--- config.mk ---
export PLATFORM = sky130hd
export DESIGN_NAME = bus_retry_ctrl
export DESIGN_NICKNAME = d
export VERILOG_FILES = /design/src/rtl/retry_pkg.sv /design/src/rtl/retry_bus_pick.sv /design/src/rtl/retry_counter.sv /design/src/rtl/bus_retry_ctrl.sv
export SDC_FILE = /design/constraint.sdc
export NUM_CORES = 1
export LEC_CHECK = 0
export ABC_CLOCK_PERIOD_IN_PS = 3300
export BUFFER_PORTS_ARGS = -buffer_cell sky130_fd_sc_hd__clkbuf_2
export CAP_MARGIN = 20
export CORE_MARGIN = 10
export CORE_UTILIZATION = 33
export CTS_CLUSTER_DIAMETER = 150
export DETAILED_ROUTE_END_ITERATION = 10
export SYNTH_ARGS = -nofsm -noshare
export SYNTH_HDL_FRONTEND = slang
export SYNTH_SLANG_ARGS = --single-unit
--- constraint.sdc ---
create_clock -name clk -period 3.3 [get_ports clk]
set_clock_uncertainty 0.05 [all_clocks]
set_input_delay 0.495 -clock clk [delete_from_list [all_inputs] [get_ports clk]]
set_output_delay 0.495 -clock clk [all_outputs]
set_load 0.1 [all_outputs]
--- src/rtl/retry_pkg.sv ---
package retry_pkg;
    typedef enum logic {
        ST_IDLE = 1'b0,
        ST_WAIT = 1'b1
    } rc_state_e;
endpackage

--- src/rtl/retry_bus_pick.sv ---
module retry_bus_pick #(
    parameter int CNT_W     = 3,
    parameter int FIRST_LEG = 3
) (
    input  logic             orig_bus,
    input  logic             alt_mode,
    input  logic [CNT_W-1:0] retry_num,
    output logic             bus
);
    localparam logic [CNT_W-1:0] LEG = CNT_W'(FIRST_LEG);

    always_comb begin
        if (alt_mode) begin
            bus = retry_num[0] ? ~orig_bus : orig_bus;
        end else begin
            bus = (retry_num > LEG) ? ~orig_bus : orig_bus;
        end
    end
endmodule

--- src/rtl/retry_counter.sv ---
module retry_counter #(
    parameter int CNT_W = 3,
    parameter int LIMIT = 6
) (
    input  logic             clk,
    input  logic             rst_n,
    input  logic             clr,
    input  logic             inc,
    output logic [CNT_W-1:0] count,
    output logic             at_limit
);
    localparam logic [CNT_W-1:0] LIM = CNT_W'(LIMIT);

    always_ff @(posedge clk) begin
        if (!rst_n || clr) begin
            count <= '0;
        end else if (inc) begin
            count <= count + CNT_W'(1);
        end
    end

    assign at_limit = (count == LIM);


    cnt_step_chk: assert property (@(posedge clk) disable iff (!rst_n)
        (inc && !clr) |=> (count == $past(count) + CNT_W'(1)));


    cnt_bound_chk: assert property (@(posedge clk) disable iff (!rst_n)
        count <= LIM);
endmodule

--- src/rtl/bus_retry_ctrl.sv ---
module bus_retry_ctrl
    import retry_pkg::*;
#(
    parameter int RETRY_MAX = 6,
    parameter int FIRST_LEG = 3,
    localparam int CNT_W    = $clog2(RETRY_MAX + 2)
) (
    input  logic             clk,
    input  logic             rst_n,
    input  logic             start_i,
    input  logic             orig_bus_i,
    input  logic             alt_mode_i,
    input  logic             att_done_i,
    input  logic             att_err_i,
    input  logic             err_retryable_i,
    output logic             retry_o,
    output logic             ok_o,
    output logic             fail_o,
    output logic             bus_sel_o,
    output logic [CNT_W-1:0] retry_cnt_o,
    output logic [CNT_W-1:0] fail_attempts_o,
    output logic             busy_o
);
    rc_state_e state_q, state_d;
    logic orig_q, mode_q;
    logic take_start, ev_ok, ev_hard, ev_retry, ev_exhaust, finish;
    logic at_limit, next_bus;
    logic [CNT_W-1:0] cnt_next;

    // Event decode
    assign take_start = (state_q == ST_IDLE) && start_i;
    assign ev_ok      = (state_q == ST_WAIT) && att_done_i && !att_err_i;
    assign ev_hard    = (state_q == ST_WAIT) && att_done_i && att_err_i && !err_retryable_i;
    assign ev_retry   = (state_q == ST_WAIT) && att_done_i && att_err_i && err_retryable_i && !at_limit;
    assign ev_exhaust = (state_q == ST_WAIT) && att_done_i && att_err_i && err_retryable_i && at_limit;
    assign finish     = ev_ok || ev_hard || ev_exhaust;
    assign cnt_next   = retry_cnt_o + CNT_W'(1);

    retry_counter #(.CNT_W(CNT_W), .LIMIT(RETRY_MAX)) u_cnt (
        .clk      (clk),
        .rst_n    (rst_n),
        .clr      (take_start || finish),
        .inc      (ev_retry),
        .count    (retry_cnt_o),
        .at_limit (at_limit)
    );

    retry_bus_pick #(.CNT_W(CNT_W), .FIRST_LEG(FIRST_LEG)) u_pick (
        .orig_bus  (orig_q),
        .alt_mode  (mode_q),
        .retry_num (cnt_next),
        .bus       (next_bus)
    );

    // Next state
    always_comb begin
        state_d = state_q;
        unique case (state_q)
            ST_IDLE: if (take_start) state_d = ST_WAIT;
            ST_WAIT: if (finish)     state_d = ST_IDLE;
        endcase
    end

    // State register
    always_ff @(posedge clk) begin
        if (!rst_n) state_q <= ST_IDLE;
        else        state_q <= state_d;
    end

    // Outputs
    always_ff @(posedge clk) begin
        if (!rst_n) begin
            retry_o         <= 1'b0;
            ok_o            <= 1'b0;
            fail_o          <= 1'b0;
            bus_sel_o       <= 1'b0;
            orig_q          <= 1'b0;
            mode_q          <= 1'b0;
            fail_attempts_o <= '0;
        end else begin
            retry_o <= ev_retry;
            ok_o    <= ev_ok;
            fail_o  <= ev_hard || ev_exhaust;
            if (take_start) begin
                bus_sel_o <= orig_bus_i;
                orig_q    <= orig_bus_i;
                mode_q    <= alt_mode_i;
            end
            if (ev_retry) bus_sel_o <= next_bus;
            if (ev_hard || ev_exhaust) fail_attempts_o <= cnt_next;
        end
    end

    assign busy_o = (state_q == ST_WAIT);


    one_result_chk: assert property (@(posedge clk) disable iff (!rst_n)
        $onehot0({retry_o, ok_o, fail_o}));


    ok_path_chk: assert property (@(posedge clk) disable iff (!rst_n)
        (busy_o && att_done_i && !att_err_i) |=> (ok_o && !busy_o && retry_cnt_o == '0));


    hard_fail_chk: assert property (@(posedge clk) disable iff (!rst_n)
        (busy_o && att_done_i && att_err_i && !err_retryable_i) |=> (fail_o && !retry_o));


    alt_odd_chk: assert property (@(posedge clk) disable iff (!rst_n)
        (retry_o && mode_q && retry_cnt_o[0]) |-> (bus_sel_o != orig_q));


    idle_quiet_chk: assert property (@(posedge clk) disable iff (!rst_n)
        (!busy_o) |=> !(retry_o || ok_o || fail_o));
endmodule

==> impl_metrics.tcl <==
set metrics [dict create \
    nFillCells 188 \
    area_growth_pct 22.0 \
    synth_area_sq_um 586 \
    fin_crit_ns 1.77 \
    grt_usage 0.0685 \
    port_buffers 18 \
    multi_input_area_sq_um 303 \
    drcViolationCount 0 \
    postRouteAntennaNets 0 \
    worstPathMaxFanout 6 \
    clockBufferDepth 2 \
    fmax_mhz 564 \
    setup_viol 0 \
    rsz0062_at_grt "false" \
    slowest_delay_ns 0.50 \
    final_nets 87 \
    crit_family "buffers and inverters" \
    synthDistinctLibCells 29 \
    fp.dieW_um 62.1 \
    crit_path_cell_trace "clkbuf_2" \
    first_global_vias 471 \
    die_area_sq_um 3860 \
    start_util 0.343 \
    boundaryPins 19 \
    setup_tns_ns 0 \
    cp-startpoint "u_cnt.count[0]" \
    fin_util 0.418 \
    grt_max_degree 12 \
    synth_nets 67 \
    drive_gt1_frac 0.342 \
    place.gp.congestion 0.690 \
    critPathBufInv 1 \
    max_slew_margin 0.637 \
    ir_worst_vdd_v 0.000220 \
    startpoint_type "flop" \
    ff_latch_area_sq_um 260 \
    cts_tree "built" \
    cts_root_buf "clkbuf_4" \
    hold_class "in -> reg" \
    first_iter_violations 9 \
    cts_sinks 13 \
    antenna_found_initial 0 \
    hold_viol 0 \
    p_per_area_nw_per_um2 452 \
    hold_path_startpoint "alt_mode_i" \
    seq_area_frac_synth 0.444 \
    htreeDepth 1 \
    avgRoutedWirePerCell_um 12.4 \
    routed_wl_mm 1.25 \
    synth_cells 57 \
    cts_resized 0 \
    rows 15 \
    crit_type "reg -> out" \
    min_period_over_period 0.537 \
    cts_hold_buf 0 \
    die_y_um 62.1 \
    required_ns 2.75 \
    numCtsBuffers 3 \
    cap_viol_max_count 0 \
    ys_ff_latch 13 \
    maxSlewViolCount 0 \
    postCtsSetupRepairBufs 0 \
    crit_slowest_cell "clkbuf_2" \
    yosysWarnings 0 \
    insertion_delay_ns 0.28 \
    status "completed" \
    diodes 0 \
    vias_per_cell 4.55 \
    cts.clk_slew.worst_paths_ns 0.08 \
    syn_area_per_cell_sq_um 10.3 \
    first_pass_iters 3 \
    critPathArrivalTime_ns 1.23 \
    grt-ovfl-total 0 \
    p_leak_nw 0.354 \
    tightestPinTransition_ns 0.547 \
    worst_setup_path_end_kind "primary output" \
    core_sq_um 1710 \
    vias 460 \
    r2r_start "u_cnt.count[0]" \
    grt_pass1_wl_mm 2.15 \
]
[cells in the final DEF, fill, tap and decap left out, types with 2 or more instances in the layout]
| cell type | n |
|---|---|
| ha_1 | 2 |
| o211a_1 | 3 |
| nor2b_1 | 3 |
| and3_1 | 3 |
| xnor2_1 | 2 |
| nand2_1 | 4 |
| nor2_1 | 3 |
| clkbuf_4 | 3 |
| mux2i_1 | 2 |
| dfxtp_1 | 13 |
| and2_1 | 2 |
| clkbuf_2 | 18 |
[through the flow]
stage          setup WS (ns)  instance area, sq um  instances  total power [mW]  hold slack [ns]
3_5_place_dp            1.60                   688         97             0.227            0.440
5_1_grt                 1.44                   714        101             0.341            0.442
2_1_floorplan          0.934                   586         57             0.215            0.450
3_3_place_gp            1.63                   688         97             0.226            0.433
4_1_cts                 1.52                   714        101             0.329            0.423
6_report                1.53                   714        101             0.323            0.426
[final timing paths]
path                                           end  slack, ns  cells after the start
worst max-delay path                retry_cnt_o[0]       1.53                      1
worst min-delay path                        mode_q       0.43                      3
worst max register to register      u_cnt.count[1]       1.58                      6
worst min register to register  fail_attempts_o[1]       0.45                      1
[state kept, by name, indices dropped and copies added (netlist names)]
signal           cells
bus_sel_o            1
busy_o               1
fail_attempts_o      3
fail_o               1
mode_q               1
ok_o                 1
orig_q               1
retry_o              1
u_cnt.count          3
[report_power, final]
part           total [mW]  internal [mW]  switching (mW)  leakage (nW)
clock               0.100         0.0469          0.0532        0.0150
sequential          0.166          0.162         0.00379         0.106
combinational      0.0568         0.0164          0.0405         0.233
[cell families after synthesis]
logic type,share of synthesized area
AO/OA/AOI/OAI,0.132
XOR/XNOR,0.0449
adder cells (fa/ha/maj),0.0427
AND/OR/NAND/NOR,0.244
multiplexers,0.0534
buffers and inverters,0.0385
flip-flops,0.444
[Yosys cell counts]
library cell | instances | area share
nand2_1 | 4 | 0.026
mux2i_1 | 2 | 0.034
a211oi_1 | 1 | 0.013
o21ai_0 | 1 | 0.0085
xor2_1 | 1 | 0.015
or3b_1 | 1 | 0.015
inv_1 | 1 | 0.0064
a21boi_2 | 1 | 0.019
a21boi_1 | 1 | 0.013
xnor2_1 | 2 | 0.030
nand2b_1 | 1 | 0.011
nor3_1 | 1 | 0.0085
and3_1 | 3 | 0.032
nand4b_1 | 1 | 0.015
dfxtp_1 | 13 | 0.44
mux2_2 | 1 | 0.019
buf_6 | 1 | 0.019
o21ba_2 | 1 | 0.017
o211a_1 | 3 | 0.051
nand3_1 | 1 | 0.0085
nor3b_1 | 1 | 0.013
o22ai_1 | 1 | 0.011
nor2b_1 | 3 | 0.032
and3_4 | 1 | 0.019
nor2_1 | 3 | 0.019
nor2b_4 | 1 | 0.023
ha_1 | 2 | 0.043
and2_1 | 2 | 0.021
clkbuf_1 | 2 | 0.013
[cell type report]
cell class / instances / area share
inverter: 1 / 0.00525
tap: 25 / 0.0438
clock buffer: 4 / 0.0368
timing repair buffer: 18 / 0.126
sequential: 13 / 0.364
multi-input combinational: 40 / 0.424
[layer usage]
layer,global-route usage,vias to the layer above,routed length [um]
li1,-,238,-
met1,0.0824,200,589
met2,0.0897,18,533
met3,0.0448,4,103
met4,0.0343,0,22
met5,0,-,0
(Power assumes the default switching activity.)
